### config.mk
export PLATFORM = sky130hd
export DESIGN_NAME = wdt_rst_ctrl
export DESIGN_NICKNAME = d
export VERILOG_FILES = /design/src/rtl/wdt_rc_pkg.sv /design/src/rtl/wdt_rst_qual.sv /design/src/rtl/wdt_core.sv /design/src/rtl/wdt_pulse.sv /design/src/rtl/wdt_lp_ctrl.sv /design/src/rtl/wdt_rst_ctrl.sv
export SDC_FILE = /design/constraint.sdc
export NUM_CORES = 1
export LEC_CHECK = 0
export BUFFER_PORTS_ARGS = -buffer_cell sky130_fd_sc_hd__buf_2
export CORE_AREA = 2 2 61 63
export CTS_BUF_LIST = sky130_fd_sc_hd__clkbuf_8
export DETAILED_ROUTE_END_ITERATION = 10
export DIE_AREA = 0 0 63 65
export PLACE_DENSITY = 0.66
export SLEW_MARGIN = 20
export SYNTH_ARGS = -nofsm -noshare
export SYNTH_HDL_FRONTEND = slang
export SYNTH_SLANG_ARGS = --single-unit
### constraint.sdc
create_clock -name clk -period 3.3 [get_ports clk]
set_clock_uncertainty 0.15 [all_clocks]
set_input_delay 0.99 -clock clk [delete_from_list [all_inputs] [get_ports clk]]
set_output_delay 0.99 -clock clk [all_outputs]
set_load 0.01 [all_outputs]
### src/rtl/wdt_rc_pkg.sv
package wdt_rc_pkg;
  typedef enum logic [1:0] {
    LP_RUN  = 2'd0,
    LP_IDLE = 2'd1,
    LP_DOWN = 2'd2
  } lp_state_t;
endpackage

### src/rtl/wdt_rst_qual.sv
// Reset pin filter: counts consecutive high samples, saturating at the window.
module wdt_rst_qual #(
  parameter int RST_CYC = 24
) (
  input  logic clk,
  input  logic rst_n,
  input  logic pin_in,
  output logic sys_rst
);
  localparam int QW = $clog2(RST_CYC + 1);
  localparam logic [QW-1:0] FULL = QW'(RST_CYC);

  logic [QW-1:0] hi_cnt;

  always_ff @(posedge clk or negedge rst_n) begin
    if (!rst_n)             hi_cnt <= '0;
    else if (!pin_in)       hi_cnt <= '0;
    else if (hi_cnt != FULL) hi_cnt <= hi_cnt + 1'b1;
  end

  assign sys_rst = (hi_cnt == FULL);

  p_rst_needs_pin_r2: assert property (@(posedge clk) disable iff (!rst_n)
    sys_rst |-> $past(pin_in));
  p_rst_release_r2: assert property (@(posedge clk) disable iff (!rst_n)
    !pin_in |=> !sys_rst);
endmodule

### src/rtl/wdt_core.sv
// Watchdog prescaler and counter.
module wdt_core #(
  parameter int WD_W     = 8,
  parameter int WD_PRESC = 64
) (
  input  logic            clk,
  input  logic            rst_n,
  input  logic            clr,
  input  logic            load,
  input  logic [WD_W-1:0] load_val,
  input  logic            run,
  output logic [WD_W-1:0] count,
  output logic            ovf
);
  logic tick;

  generate
    if (WD_PRESC == 1) begin : g_no_presc
      assign tick = run;
    end else begin : g_presc
      localparam int PW = $clog2(WD_PRESC);
      localparam logic [PW-1:0] LAST = PW'(WD_PRESC - 1);
      logic [PW-1:0] pre;
      always_ff @(posedge clk or negedge rst_n) begin
        if (!rst_n)           pre <= '0;
        else if (clr || load) pre <= '0;
        else if (run)         pre <= (pre == LAST) ? '0 : pre + 1'b1;
      end
      assign tick = run && (pre == LAST);
    end
  endgenerate

  always_ff @(posedge clk or negedge rst_n) begin
    if (!rst_n)     count <= '0;
    else if (clr)   count <= '0;
    else if (load)  count <= load_val;
    else if (tick)  count <= count + 1'b1;
  end

  assign ovf = tick && !load && !clr && (&count);

  p_wrap_r5: assert property (@(posedge clk) disable iff (!rst_n)
    ovf |=> (count == '0));
  p_load_r4: assert property (@(posedge clk) disable iff (!rst_n)
    (load && !clr) |=> (count == $past(load_val)));
  p_off_r3: assert property (@(posedge clk) disable iff (!rst_n)
    clr |=> (count == '0));
  p_hold_r4: assert property (@(posedge clk) disable iff (!rst_n)
    (!run && !clr && !load) |=> $stable(count));
endmodule

### src/rtl/wdt_pulse.sv
// Fixed-length drive pulse for the reset pin.
module wdt_pulse #(
  parameter int PULSE_CYC = 24
) (
  input  logic clk,
  input  logic rst_n,
  input  logic fire,
  output logic drive
);
  localparam int CW = $clog2(PULSE_CYC + 1);
  localparam logic [CW-1:0] LEN = CW'(PULSE_CYC);

  logic [CW-1:0] left;

  always_ff @(posedge clk or negedge rst_n) begin
    if (!rst_n)          left <= '0;
    else if (fire)       left <= LEN;
    else if (left != '0) left <= left - 1'b1;
  end

  assign drive = (left != '0);

  p_pulse_start_r5: assert property (@(posedge clk) disable iff (!rst_n)
    fire |=> drive);
  p_no_refire_r5: assert property (@(posedge clk) disable iff (!rst_n)
    drive |-> !fire);
endmodule

### src/rtl/wdt_lp_ctrl.sv
// Idle / power-down sequencing.
module wdt_lp_ctrl
  import wdt_rc_pkg::*;
(
  input  logic      clk,
  input  logic      rst_n,
  input  logic      sys_rst,
  input  logic      ctrl_wr,
  input  logic      req_idle,
  input  logic      req_pdown,
  input  logic      wd_en,
  input  logic      irq_pend,
  output lp_state_t state
);
  lp_state_t nxt;

  always_comb begin
    nxt = state;
    if (sys_rst) begin
      nxt = LP_RUN;
    end else begin
      unique case (state)
        LP_RUN: begin
          if (ctrl_wr) begin
            if (req_pdown && !wd_en) nxt = LP_DOWN;
            else if (req_idle)       nxt = LP_IDLE;
          end
        end
        LP_IDLE: if (irq_pend) nxt = LP_RUN;
        LP_DOWN: nxt = LP_DOWN;
        default: nxt = LP_RUN;
      endcase
    end
  end

  always_ff @(posedge clk or negedge rst_n) begin
    if (!rst_n) state <= LP_RUN;
    else        state <= nxt;
  end

  p_pd_sticky_r9: assert property (@(posedge clk) disable iff (!rst_n)
    (state == LP_DOWN && !sys_rst) |=> (state == LP_DOWN));
  p_pd_blocked_r10: assert property (@(posedge clk) disable iff (!rst_n)
    (state != LP_DOWN && wd_en) |=> (state != LP_DOWN));
  p_exit_on_reset_r6: assert property (@(posedge clk) disable iff (!rst_n)
    sys_rst |=> (state == LP_RUN));
  p_no_write_in_lp_r12: assert property (@(posedge clk) disable iff (!rst_n)
    (state == LP_IDLE && !irq_pend && !sys_rst) |=> (state == LP_IDLE));
endmodule

### src/rtl/wdt_rst_ctrl.sv
module wdt_rst_ctrl
  import wdt_rc_pkg::*;
#(
  parameter int OSC_PER_MC = 12,
  parameter int RST_MIN_MC = 2,
  parameter int WD_W       = 8,
  parameter int WD_PRESC   = 64
) (
  input  logic            clk,
  input  logic            rst_n,
  input  logic            rst_pin_in,
  output logic            rst_pin_oe,
  output logic            sys_rst,
  input  logic            wd_en,
  input  logic            wd_load,
  input  logic [WD_W-1:0] wd_load_val,
  output logic [WD_W-1:0] wd_count,
  input  logic            ctrl_wr,
  input  logic            ctrl_idle,
  input  logic            ctrl_pdown,
  input  logic            irq_pend,
  output logic            cpu_clk_en,
  output logic            osc_en,
  output logic            lp_idle,
  output logic            lp_pdown
);
  localparam int RST_CYC = OSC_PER_MC * RST_MIN_MC;

  lp_state_t lp_st;
  logic      wd_clr, wd_run, wd_ovf;

  wdt_rst_qual #(.RST_CYC(RST_CYC)) u_qual (
    .clk(clk), .rst_n(rst_n), .pin_in(rst_pin_in), .sys_rst(sys_rst)
  );

  assign wd_clr = sys_rst || !wd_en;
  assign wd_run = !rst_pin_oe && (lp_st != LP_DOWN);

  wdt_core #(.WD_W(WD_W), .WD_PRESC(WD_PRESC)) u_core (
    .clk(clk), .rst_n(rst_n), .clr(wd_clr), .load(wd_load),
    .load_val(wd_load_val), .run(wd_run), .count(wd_count), .ovf(wd_ovf)
  );

  wdt_pulse #(.PULSE_CYC(RST_CYC)) u_pulse (
    .clk(clk), .rst_n(rst_n), .fire(wd_ovf), .drive(rst_pin_oe)
  );

  wdt_lp_ctrl u_lp (
    .clk(clk), .rst_n(rst_n), .sys_rst(sys_rst), .ctrl_wr(ctrl_wr),
    .req_idle(ctrl_idle), .req_pdown(ctrl_pdown), .wd_en(wd_en),
    .irq_pend(irq_pend), .state(lp_st)
  );

  assign lp_idle    = (lp_st == LP_IDLE);
  assign lp_pdown   = (lp_st == LP_DOWN);
  assign cpu_clk_en = (lp_st == LP_RUN);
  assign osc_en     = (lp_st != LP_DOWN);

  p_flags_excl_r7: assert property (@(posedge clk) disable iff (!rst_n)
    $onehot0({lp_idle, lp_pdown}));
  p_frozen_pulse_r5: assert property (@(posedge clk) disable iff (!rst_n)
    (rst_pin_oe && !sys_rst && wd_en && !wd_load) |=> $stable(wd_count));
endmodule

==> summary by stage, run 1 <==
Outcome
The flow ran to the end, and the final reports show no timing, DRC or antenna violations.

Route
The count of nets left with antenna violations once routing finished came out at 0. The detailed router finished its first iteration with 79 violations. The length of the first detailed-routing pass in iterations is 4. Dividing the detail-routed via count by the number of cells gives between 5 and 6. The overall via count from detail_route is around 1,200. For this run, design rule violations remaining after detail routing come to 0. The total wire length is about 3 mm. The routed length per placed instance is about 13 um.

Critical path
Among cell families on the critical path, the largest total delay comes from simple AND/OR/NAND/NOR gates. Counting cells, the worst reg-to-reg path comes to 7. The largest single stage delay on the critical path is approximately 0.5 ns.

The critical path in this run is classified as reg -> out. The data arrival time at the worst-slack endpoint is ~1.7 ns. Traced cell by cell, the critical path runs through inv_1 > ha_1 > nor4b_4 > inv_4 > buf_2. The setup check on the worst reg-to-reg path leaves a slack of between 0.9 and 1 ns. The instance count on the critical path is 5. For this design, the slowest cell found on the critical path is sky130_fd_sc_hd__nor4b_4. The sum of buffers and inverters on the critical path is 3. The launching element type of the critical path is a flop.

The category of the worst setup path capture point is an output pin. In this run the worst path has a maximum fanout of 9. Data on the critical path is required at its endpoint by 2.16 ns.

Layout
Relative to the synthesized area, the layout overhead comes to 15.4%. After the last flow step, the layout net total stands at between 200 and 250. The filler cell count is 346. The summed area of non-filler cells in the final layout is between 0.0015 and 0.002 mm^2.

Of the cells placed in the final design, the portion with a size suffix greater than 1 is 0.220. The number of antenna diodes in the final layout is 0.

Power
The worst supply voltage drop on vdd is around 350 uV. The total design power is approximately 670 uW. For this design the static power due to leakage is 0.000866 uW. Dividing total power by cell area gives a power density of 388 mW/mm^2.

Global route
The initial antenna violation count was 0. The largest net degree at the start of global routing is 27. For this run, the total global-route usage over all layers was measured as 0.158. The via count of the first global-routing pass is about 1,200. The overflow left after global routing is 0. The global-route wire length before repair is approximately 5.2 mm.

Clock network
The number of hold-repair buffers added at the cts stage is 0. Clock tree synthesis selected as its root buffer the cell sky130_fd_sc_hd__clkbuf_8. Clock-pin slew was measured on the worst setup and hold paths at 0.08 ns. TritonCTS built the clock tree. The clock insertion delay at the later pin of the skew report is roughly 0.26 ns.

TritonCTS created 3 clock buffers. The maximum level of the CTS H-tree is 1. The clock tree buffer depth is 2. The number of setup buffers added after CTS is 0. The post-cts resize count is 0. Clock tree synthesis found a total of 26 sinks.

Timing
The worst hold slack is between 0.3 and 0.4 ns. The number of hold violations in the final report is 0. The final count of pins violating max slew was 0. Adding up every negative setup slack in the final design gives 0 ns. Setup repair after global routing left no endpoint under its margin. The relative slew slack is 0.626.

Setup violations remaining at the end of the flow were counted as 0. The transition at the pin with the smallest max-transition slack is 0.558 ns. The share of the clock period used by the worst path after layout is 0.864. Derived from the worst setup path, the maximum achievable clock frequency is approximately 350 MHz. The final critical delay including setup and external delays is around 2.9 ns.

Synth
After technology mapping, the gate count stands at between 150 and 200. The share of synthesized area in the top cell type comes to 0.437. The share of the Yosys chip area taken by registers is 0.437.

The mean area per synthesized cell is between 9 and 10 um^2. After synthesis, the cell types taking the most area are sky130_fd_sc_hd__dfrtp_1, sky130_fd_sc_hd__nand2_1, sky130_fd_sc_hd__ha_1, sky130_fd_sc_hd__a22o_1, sky130_fd_sc_hd__nand3_1. The flip-flop and latch count after synthesis is 26.

The mapped cell area is ~0.0015 mm^2. The total nets after synthesis is ~180. The count of synthesis-stage warnings from yosys is 0. The number of unique standard cell types used by synthesis is 38.

The largest total area in the synthesized netlist belongs to sky130_fd_sc_hd__dfrtp_1.

Floorplan
The height of the die is between 60 and 70 um. Measured along the x axis, the die boundary spans 63 um. The total area inside the core boundary comes to 0.00350 mm^2. The initial core utilization is 0.426.

The floorplan has 22 rows. During I/O placement, the number of pins put on the boundary was 31. The floorplan die area is 0.00410 mm^2.

Place
The quantity of I/O buffers inserted on ports is 30. The total placed instance area is 0.00168 mm^2. The final estimated routing congestion in global placement is ~0.86. Detailed placement finished with a half-perimeter wire length of between 2 and 2.5 mm.

Run
The number of max-cap violations is 0.

Hold path
In this run the worst hold path is classified as reg -> reg. The worst hold path cell count is 1.
per-layer routing:
metal  up-vias  GRT usage  part of all wire
met5         -          0                 0
met4         0     0.0306            0.0047
met3         2     0.0399             0.057
met2        37      0.281              0.50
met1       597      0.195              0.43
li1        612          -                 -
sequential cells by signal, summed over array words and instances, names as in the netlist:
register            cells
u_core.g_presc.pre      6
u_core.count            8
u_pulse.left            5
u_lp.state              2
u_qual.hi_cnt           5
cell usage in the layout (no fill, tap or decap):
cell	n
sky130_fd_sc_hd__buf_2	30
sky130_fd_sc_hd__dfrtp_1	26
sky130_fd_sc_hd__nand2_1	24
sky130_fd_sc_hd__nand3_1	12
sky130_fd_sc_hd__o21ai_0	9
sky130_fd_sc_hd__inv_1	8
sky130_fd_sc_hd__a22o_1	7
sky130_fd_sc_hd__and3_1	6
sky130_fd_sc_hd__nor3_1	5
sky130_fd_sc_hd__xnor2_1	5
sky130_fd_sc_hd__a21oi_1	5
sky130_fd_sc_hd__ha_1	5
sky130_fd_sc_hd__nor2_1	4
sky130_fd_sc_hd__xor2_1	4
sky130_fd_sc_hd__nand2b_1	3
sky130_fd_sc_hd__nor2b_1	3
sky130_fd_sc_hd__or3_1	3
sky130_fd_sc_hd__clkbuf_8	3
sky130_fd_sc_hd__nand4b_1	2
sky130_fd_sc_hd__or2b_1	2
sky130_fd_sc_hd__mux2_2	2
sky130_fd_sc_hd__and2_1	2
sky130_fd_sc_hd__or4_1	2
sky130_fd_sc_hd__nor4b_4	1
sky130_fd_sc_hd__inv_4	1
sky130_fd_sc_hd__nor4_4	1
sky130_fd_sc_hd__nor4_1	1
sky130_fd_sc_hd__nor2_2	1
sky130_fd_sc_hd__o211a_4	1
sky130_fd_sc_hd__nand4_1	1
sky130_fd_sc_hd__a31oi_1	1
sky130_fd_sc_hd__nand3b_1	1
sky130_fd_sc_hd__a32o_1	1
sky130_fd_sc_hd__a21boi_0	1
sky130_fd_sc_hd__o21ba_2	1
sky130_fd_sc_hd__o2111ai_1	1
sky130_fd_sc_hd__mux2i_1	1
cells in the mapped netlist:
| cell | instances |
|---|---|
| sky130_fd_sc_hd__dfrtp_1 | 26 |
| sky130_fd_sc_hd__nand2_1 | 24 |
| sky130_fd_sc_hd__nand3_1 | 12 |
| sky130_fd_sc_hd__o21ai_0 | 9 |
| sky130_fd_sc_hd__inv_1 | 8 |
| sky130_fd_sc_hd__a22o_1 | 7 |
| sky130_fd_sc_hd__and3_1 | 6 |
| sky130_fd_sc_hd__a21oi_1 | 5 |
| sky130_fd_sc_hd__ha_1 | 5 |
| sky130_fd_sc_hd__nor3_1 | 5 |
| sky130_fd_sc_hd__xnor2_1 | 5 |
| sky130_fd_sc_hd__nor2_1 | 4 |
| sky130_fd_sc_hd__xor2_1 | 4 |
| sky130_fd_sc_hd__nand2b_1 | 3 |
| sky130_fd_sc_hd__nor2b_1 | 3 |
| sky130_fd_sc_hd__or3_1 | 3 |
| sky130_fd_sc_hd__and2_1 | 2 |
| sky130_fd_sc_hd__mux2_2 | 2 |
| sky130_fd_sc_hd__nand4b_1 | 2 |
| sky130_fd_sc_hd__or2b_1 | 2 |
| sky130_fd_sc_hd__or4_1 | 2 |
| sky130_fd_sc_hd__a21boi_0 | 1 |
| sky130_fd_sc_hd__a31oi_1 | 1 |
| sky130_fd_sc_hd__a32o_1 | 1 |
| sky130_fd_sc_hd__buf_4 | 1 |
| sky130_fd_sc_hd__buf_6 | 1 |
| sky130_fd_sc_hd__clkbuf_1 | 1 |
| sky130_fd_sc_hd__inv_4 | 1 |
| sky130_fd_sc_hd__mux2i_1 | 1 |
| sky130_fd_sc_hd__nand3b_1 | 1 |
| sky130_fd_sc_hd__nand4_1 | 1 |
| sky130_fd_sc_hd__nor2_2 | 1 |
| sky130_fd_sc_hd__nor4_1 | 1 |
| sky130_fd_sc_hd__nor4_4 | 1 |
| sky130_fd_sc_hd__nor4b_4 | 1 |
| sky130_fd_sc_hd__o2111ai_1 | 1 |
| sky130_fd_sc_hd__o211a_4 | 1 |
| sky130_fd_sc_hd__o21ba_2 | 1 |
area by class of cell:
| cell class | count | area (um^2) | share of cell area |
|---|---|---|---|
| clock buffers | 3 | 41.3 | 0.0240 |
| inverters | 9 | 36.3 | 0.0211 |
| multi-input cells | 118 | 781 | 0.454 |
| flip-flops and latches | 26 | 651 | 0.378 |
| well taps | 48 | 60.1 | 0.0349 |
| repair buffers | 30 | 150 | 0.0873 |
power by group:
group	switching [uW]	internal (uW)	total, uW	leakage (uW)
sequential	24.1	336	361	0.000354
combinational	77.7	55.2	133	0.000491
clock	91.4	81.6	173	0.0000216
total	193	473	667	0.000866
worst paths after layout:
kind,start,endpoint
setup / recovery,u_pulse.left[0],rst_pin_oe
hold / removal,u_lp.state[0],u_lp.state[1]
setup reg to reg,u_pulse.left[0],u_core.count[6]
hold reg to reg,u_lp.state[0],u_lp.state[1]
max in group asynchronous,rst_n,u_pulse.left[1]
min in group asynchronous,rst_n,u_core.g_presc.pre[5]
cell families after synthesis:
family	Yosys count	synth area share
mux	3	0.0218
buf+inv	12	0.0395
compound gates	27	0.128
simple gates	74	0.279
xor+xnor	9	0.0529
fa+ha+maj	5	0.0420
flops	26	0.437
per-stage QoR:
stage	setup WS [ns]	util	std cells
floorplan	1.02	-	156
global placement	0.803	0.480	231
detailed placement	0.738	0.480	231
CTS	0.432	0.492	234
global route	0.304	0.492	234
finish	0.450	0.492	234
No activity file was read; power rests on OpenSTA's default activity.
==> run 2, diff against run 1 <==
==> constraint.sdc (replaced) <==
create_clock -name clk -period 2.65 [get_ports clk]
set_clock_uncertainty 0.15 [all_clocks]
set_input_delay 0.795 -clock clk [delete_from_list [all_inputs] [get_ports clk]]
set_output_delay 0.795 -clock clk [all_outputs]
set_load 0.01 [all_outputs]
==> run 2 against run 1 <==
Global-route usage fell by 0.50 points; design area rose by 2.6%; core utilization rose by 1.3 points; highest routed layer unchanged; largest cell class unchanged; critical path depth did not move; sequential share of layout area fell by 0.97 points.
==> summary by stage, run 2 (synthesis results as in run 1) <==
Timing
Of the available clock period, the critical path in the final layout requires 0.934. At the pin with the least slew margin, the transition time is 0.581 ns. The final-layout setup total negative slack is 0 ns. On the final layout, the worst hold slack is 0.354 ns. The number of hold violations in the final report is 0. The setup-violating endpoint count in the final report is 0. The final count of pins violating max slew is 0.

In this run the tightest slew margin relative to its limit is 0.613. For this run, the top clock speed supported by timing is slightly above 400 MHz. The final critical delay including setup and external delays is between 2 and 2.5 ns. Setup repair after global routing left no endpoint under its margin.

Layout
The final standard cell utilization of the core is 0.505. Once layout is done, the placed cells without fillers occupy between 0.0015 and 0.002 mm^2. The synthesis-to-finish area growth is 18.4%.

The number of standard cells in the layout, taps in and fillers out is 237. The register name with the most flops is u_core.count. The area taken by flip-flops and latches is 651 um^2. In the final layout, the multi-input gates occupy approximately 780 um^2. The most common cell after layout, fill and taps aside is sky130_fd_sc_hd__buf_2.

Fill cells in the final layout number approximately 360. The largest registers in the layout are u_core.count: 8 flops, u_core.g_presc.pre: 6 flops. The number of antenna diodes in the final layout is 0. The proportion of layout cells with a drive suffix above 1 is 0.238. The number of nets in the layout is roughly 210. The top cell types in the final layout, fill and taps aside, are sky130_fd_sc_hd__buf_2, sky130_fd_sc_hd__dfrtp_1, sky130_fd_sc_hd__nand2_1.

The flip-flop count of the largest register, all copies and words added is 8.

Global route
The global-route wire length before repair is approximately 5 mm. The via count of the first global-routing pass is between 1,000 and 1,500. Across every metal layer, demand over resource in global routing totals 0.153. The largest net degree at the start of global routing is 27. The initial antenna violation count is 0. For this run the aggregate overflow at the end of global routing stands at 0.

Critical path
The number of cells traversed by the worst register-to-register path is 7. Along the worst path, the maximum fanout reaches 6. The origin of the critical flop-to-flop path is u_pulse.left[0].

The most critical setup path has its endpoint at sys_rst. STA classifies the critical path endpoint as an output pin. The launching element type of the critical path is a flop. For the worst setup path, the data required time is around 1.7 ns. The startpoint of the most critical setup path is u_qual.hi_cnt[0]. For flop-to-flop paths, the worst setup slack is roughly 0.5 ns. In this run the critical register-to-register path is captured at u_core.count[0]. The critical path start-end classification is reg -> out. For the worst setup path, the data arrival time is 1.53 ns.

Clock network
Counting along the longest clock path gives a buffer depth of 2. The maximum level of the CTS H-tree is 1. The number of sinks driven by the clock tree is 26.

The root buffer cell chosen for the clock tree is sky130_fd_sc_hd__clkbuf_8. The clock tree from TritonCTS is yes. The clock insertion delay at the later pin of the skew report is between 0.2 and 0.3 ns.

The clock slew seen by the registers of the worst setup and hold paths is roughly 0.090 ns. The number of CTS-inserted buffers is 3.

Route
The detailed router finished its first iteration with between 90 and 100 violations. The routed design has slightly below 3 mm of wire. The ratio of routed vias to standard cells is approximately 5.2. For this run, design rule violations remaining after detail routing come to 0.

In this run the remaining antenna-violating nets after routing total 0. After detailed routing, the average wire length per cell comes to roughly 13 um. The overall via count from detail_route is 1,231. The length of the first detailed-routing pass in iterations is 4.

Place
Counting tap cells, the placed design contains a total of 233 instances. The HPWL after detailed placement is around 2.2 mm. The final estimated routing congestion in global placement is around 0.84. Input and output buffers added on the ports amount to 30. The total placed instance area is roughly 0.0017 mm^2.

Floorplan
The height of the die is ~65 um. The floorplan die area is slightly above 0.004 mm^2. The count of standard-cell rows is 22. The I/O pin total is 31.

The initial core utilization is 0.426. The region available for standard cell placement spans 0.00350 mm^2. The horizontal extent of the die is approximately 63 um.

Power
The worst supply voltage drop on vdd is 292 uV. The internal power is between 600 and 700 uW. The share of total power dissipated in combinational logic is 0.176.

The total power density per cell area is about 540 mW/mm^2. Summed over all cells, the static leakage comes to 0.000887 uW. Summed over all nets, the switching power comes to 256 uW. The switching fraction of total power is 0.270. The sequential share of power is 0.474. The portion of total power attributed to the clock network is 0.350.

Hold path
The classification of the worst-slack hold path is in -> async.

Outcome
The run finished with clean final reports.

Run
Max-cap violations in this run came to 0.
## run 2: cell type report
type / count / share of cell area
inverters: 9 / 0.0206
clock inverters: 1 / 0.0170
flip-flops and latches: 26 / 0.369
well taps: 48 / 0.0340
multi-input cells: 118 / 0.443
repair buffers: 32 / 0.0936
clock buffers: 3 / 0.0234
## run 2: worst max-delay path, stage by stage (launching register included)
cell	delay, ns
sky130_fd_sc_hd__dfrtp_1	0.42
sky130_fd_sc_hd__inv_1	0.09
sky130_fd_sc_hd__ha_1	0.15
sky130_fd_sc_hd__nand4b_1	0.26
sky130_fd_sc_hd__inv_2	0.19
sky130_fd_sc_hd__buf_2	0.15
## run 2: timing repair
action,4_1_cts,5_1_grt
buffers inserted,0,0
hold buffers,0,0
setup endpoints to repair,0,1
resized for setup,0,1
## run 2: layer usage
metal,GRT usage,part of all wire,up-vias
met4,0.0417,0.0071,0
met2,0.238,0.47,36
met5,0,0,-
met1,0.217,0.47,572
li1,-,-,621
met3,0.0313,0.054,2
## run 2: per-stage QoR
step	total power, uW	setup WS (ns)
after floorplan	568	0.512
after global placement	619	0.499
after detailed placement	624	0.445
after CTS	960	0.123
after global routing	996	0.0507
final	946	0.176
## run 2: power by group through the flow
stage | Clock (uW) | Sequential [uW] | Combinational (uW)
6_report | 331 | 449 | 166
5_1_grt | 355 | 453 | 187
4_1_cts | 342 | 449 | 169
3_5_place_dp | 0 | 456 | 167
3_3_place_gp | 0 | 454 | 165
2_1_floorplan | 0 | 453 | 115
## run 2: worst min path at each step
stage / startpoint / endpoint / cells after the start
after detailed placement: u_lp.state[0] / u_lp.state[1] / 1
final: rst_n / u_core.g_presc.pre[1] / 1
after global placement: u_lp.state[0] / u_lp.state[1] / 1
after CTS: rst_n / u_core.g_presc.pre[1] / 1
after global routing: rst_n / u_core.g_presc.pre[1] / 1
after floorplan: u_lp.state[0] / u_lp.state[1] / 1
==> run 3, diff against run 2 <==
--- a/config.mk
+++ b/config.mk
@@ -6,11 +6,10 @@
 export NUM_CORES = 1
 export LEC_CHECK = 0
 export BUFFER_PORTS_ARGS = -buffer_cell sky130_fd_sc_hd__buf_2
-export CORE_AREA = 2 2 61 63
+export CORE_AREA = 2 2 65 67
 export CTS_BUF_LIST = sky130_fd_sc_hd__clkbuf_8
 export DETAILED_ROUTE_END_ITERATION = 10
-export DIE_AREA = 0 0 63 65
-export PLACE_DENSITY = 0.66
+export DIE_AREA = 0 0 67 69
 export SLEW_MARGIN = 20
 export SYNTH_ARGS = -nofsm -noshare
 export SYNTH_HDL_FRONTEND = slang
==> run 3 against run 2 <==
Sequential power about the same; combinational power about the same; critical path type unchanged; final cell count up 0.84%.
==> summary by stage, run 3 (synthesis results as in run 1) <==
Layout
Once layout is done, the placed cells without fillers occupy between 0.0015 and 0.002 mm^2. The count of antenna diodes in the layout is 0. The filler cell count is approximately 400. The number of nets in the layout is approximately 210. Leaving out fill and tap cells, the most frequent cell in the layout is sky130_fd_sc_hd__buf_2.

The proportion of layout cells with a drive suffix above 1 is 0.238. In the layout the commonest cells are sky130_fd_sc_hd__buf_2, sky130_fd_sc_hd__dfrtp_1, sky130_fd_sc_hd__nand2_1. More flip-flops sit in one register than any other, and that register is u_core.count.

The register with the most flip-flops in the layout has 8 of them. The largest registers in the layout are u_core.count: 8 flops, u_core.g_presc.pre: 6 flops. Compared with the post-synthesis result, the final layout area differs by 18.6%.

Clock network
For this design, the sink count on the clock tree is 26. In this run the deepest clock path goes through 2 buffers. The number of hold-repair buffers added at the cts stage is 0. The tree is rooted in a sky130_fd_sc_hd__clkbuf_8. The clock slew seen by the registers of the worst setup and hold paths is about 0.090 ns. The clock tree from TritonCTS is yes. The maximum level of the CTS H-tree is 1.

Post-CTS timing repair inserted 0 buffers for setup. The post-cts resize count is 0. The number of CTS-inserted buffers is 3. Clock latency on the worst-skew pair, taken at its later pin, is approximately 0.26 ns.

Critical path
The largest single stage delay on the critical path is ~0.42 ns. The critical path start-end classification is reg -> out. The required time of the critical path is between 1.5 and 2 ns. STA puts the critical path data arrival time at 1.61 ns. The launching element type of the critical path is a flop. The cell with the largest stage delay on the worst path is sky130_fd_sc_hd__dfrtp_1. The category of the worst setup path capture point is an output pin.

Of all nets on the critical path, the largest fanout is 6. The signal on the critical path passes through inv_1 > ha_1 > nand4b_1 > inv_2 > buf_2.

Power
For this design the ratio of total power to cell area is approximately 530 mW/mm^2. The reported leakage power is 0.000887 uW. The worst supply voltage drop on vdd is ~200 uV.

Run
The number of max-cap violations is 0.

Timing
The transition at the pin with the smallest max-transition slack is around 0.60 ns. The maximum operating frequency is between 300 and 400 MHz. Summed over all failing endpoints, the final setup total negative slack is 0 ns. The number of hold violations in the final report came to 0. Setup repair after global routing left no endpoint under its margin. In the post-route analysis, the smallest setup slack over all paths is ~0.099 ns. Hold timing on the final database bottoms out at a slack of about 0.37 ns. The relative slew slack is 0.601.

The setup-violating endpoint count in the final report is 0. The worst path needs ~2.6 ns of the cycle, external delays included. The final count of pins violating max slew was 0. The share of the clock period used by the worst path after layout is 0.963.

Route
The length of the first detailed-routing pass in iterations is 4. The routed length per placed instance is about 14 um. The count of unresolved DRC violations after routing is 0. The count of nets left with antenna violations once routing finished came out at 0. The starting DRC count in detailed routing is 37. Across all layers, the routed design uses roughly 1,300 vias. The total wire length is roughly 3.3 mm.

Using the TritonRoute via totals, the vias-per-cell ratio works out to ~5.3.

Global route
The largest net degree at the start of global routing is 27. The global-route wire length before repair is approximately 5.7 mm. Across every metal layer, demand over resource in global routing totals 0.157. The via count of the first global-routing pass is around 1,300. The overflow left after global routing is 0.

The initial antenna violation count is 0.

Outcome
The run finished with clean final reports.

Place
The post-placement worst setup slack is roughly 0.36 ns. At the end of routability-driven placement, the weighted congestion stood at 0.899. Input and output buffers added on the ports amount to 30.

Detailed placement ended at an HPWL of 2.59 mm. The total placed instance area is ~0.0017 mm^2.

Floorplan
Row generation in the floorplan step produced 23 rows. The initial core utilization is 0.381. The placeable core region is 0.00391 mm^2.

The die covers 0.00462 mm^2. The horizontal extent of the die is about 67 um. The I/O pin total is 31. The height of the die is just under 70 um.

Hold path
The path class of the tightest hold or removal check is in -> async.
-- run 3: worst max-delay path, delay by kind of cell (launching register included) --
family	cells	cell delay, ns
AND/OR/NAND/NOR	1	0.30
adder cells (fa/ha/maj)	1	0.16
buffers and inverters	3	0.46
flip-flops	1	0.42
-- run 3: final cells by class --
class | instances | area, um^2 | area share
well taps | 50 | 62.6 | 0.0354
flip-flops and latches | 26 | 651 | 0.368
inverters | 9 | 36.3 | 0.0205
repair buffers | 32 | 165 | 0.0935
multi-input cells | 118 | 781 | 0.442
clock inverters | 1 | 30.0 | 0.0170
clock buffers | 3 | 41.3 | 0.0234
-- run 3: per-stage QoR --
stage / utilization / power (uW) / cells
after floorplan: - / 568 / 156
after global placement: 0.433 / 623 / 235
after detailed placement: 0.433 / 630 / 235
after CTS: 0.451 / 962 / 239
after global routing: 0.451 / 1000 / 239
final: 0.451 / 944 / 239
-- run 3: path summary, 6_finish.rpt --
kind                                  start               endpoint  slack, ns  cells past startpoint
setup / recovery           u_qual.hi_cnt[0]                sys_rst        0.1                      5
hold / removal                        rst_n  u_core.g_presc.pre[2]       0.37                      1
setup reg to reg            u_pulse.left[0]        u_core.count[7]       0.49                      7
hold reg to reg               u_lp.state[0]          u_lp.state[1]       0.38                      1
max in group asynchronous             rst_n        u_pulse.left[2]       1.58                      1
min in group clk              u_lp.state[0]          u_lp.state[1]       0.38                      1
-- run 3: metal layers --
| metal | up-vias | GRT usage | wire length [um] |
|---|---|---|---|
| met5 | - | 0 | 0 |
| met4 | 0 | 0.0476 | 23 |
| met3 | 2 | 0.0294 | 159 |
| met2 | 29 | 0.272 | 1690 |
| met1 | 618 | 0.195 | 1480 |
| li1 | 616 | - | - |
-- run 3: where the power goes --
group	total, uW	switching, uW	internal [uW]
Combinational	169	98.8	69.9
Sequential	451	31.8	419
Clock	325	123	202
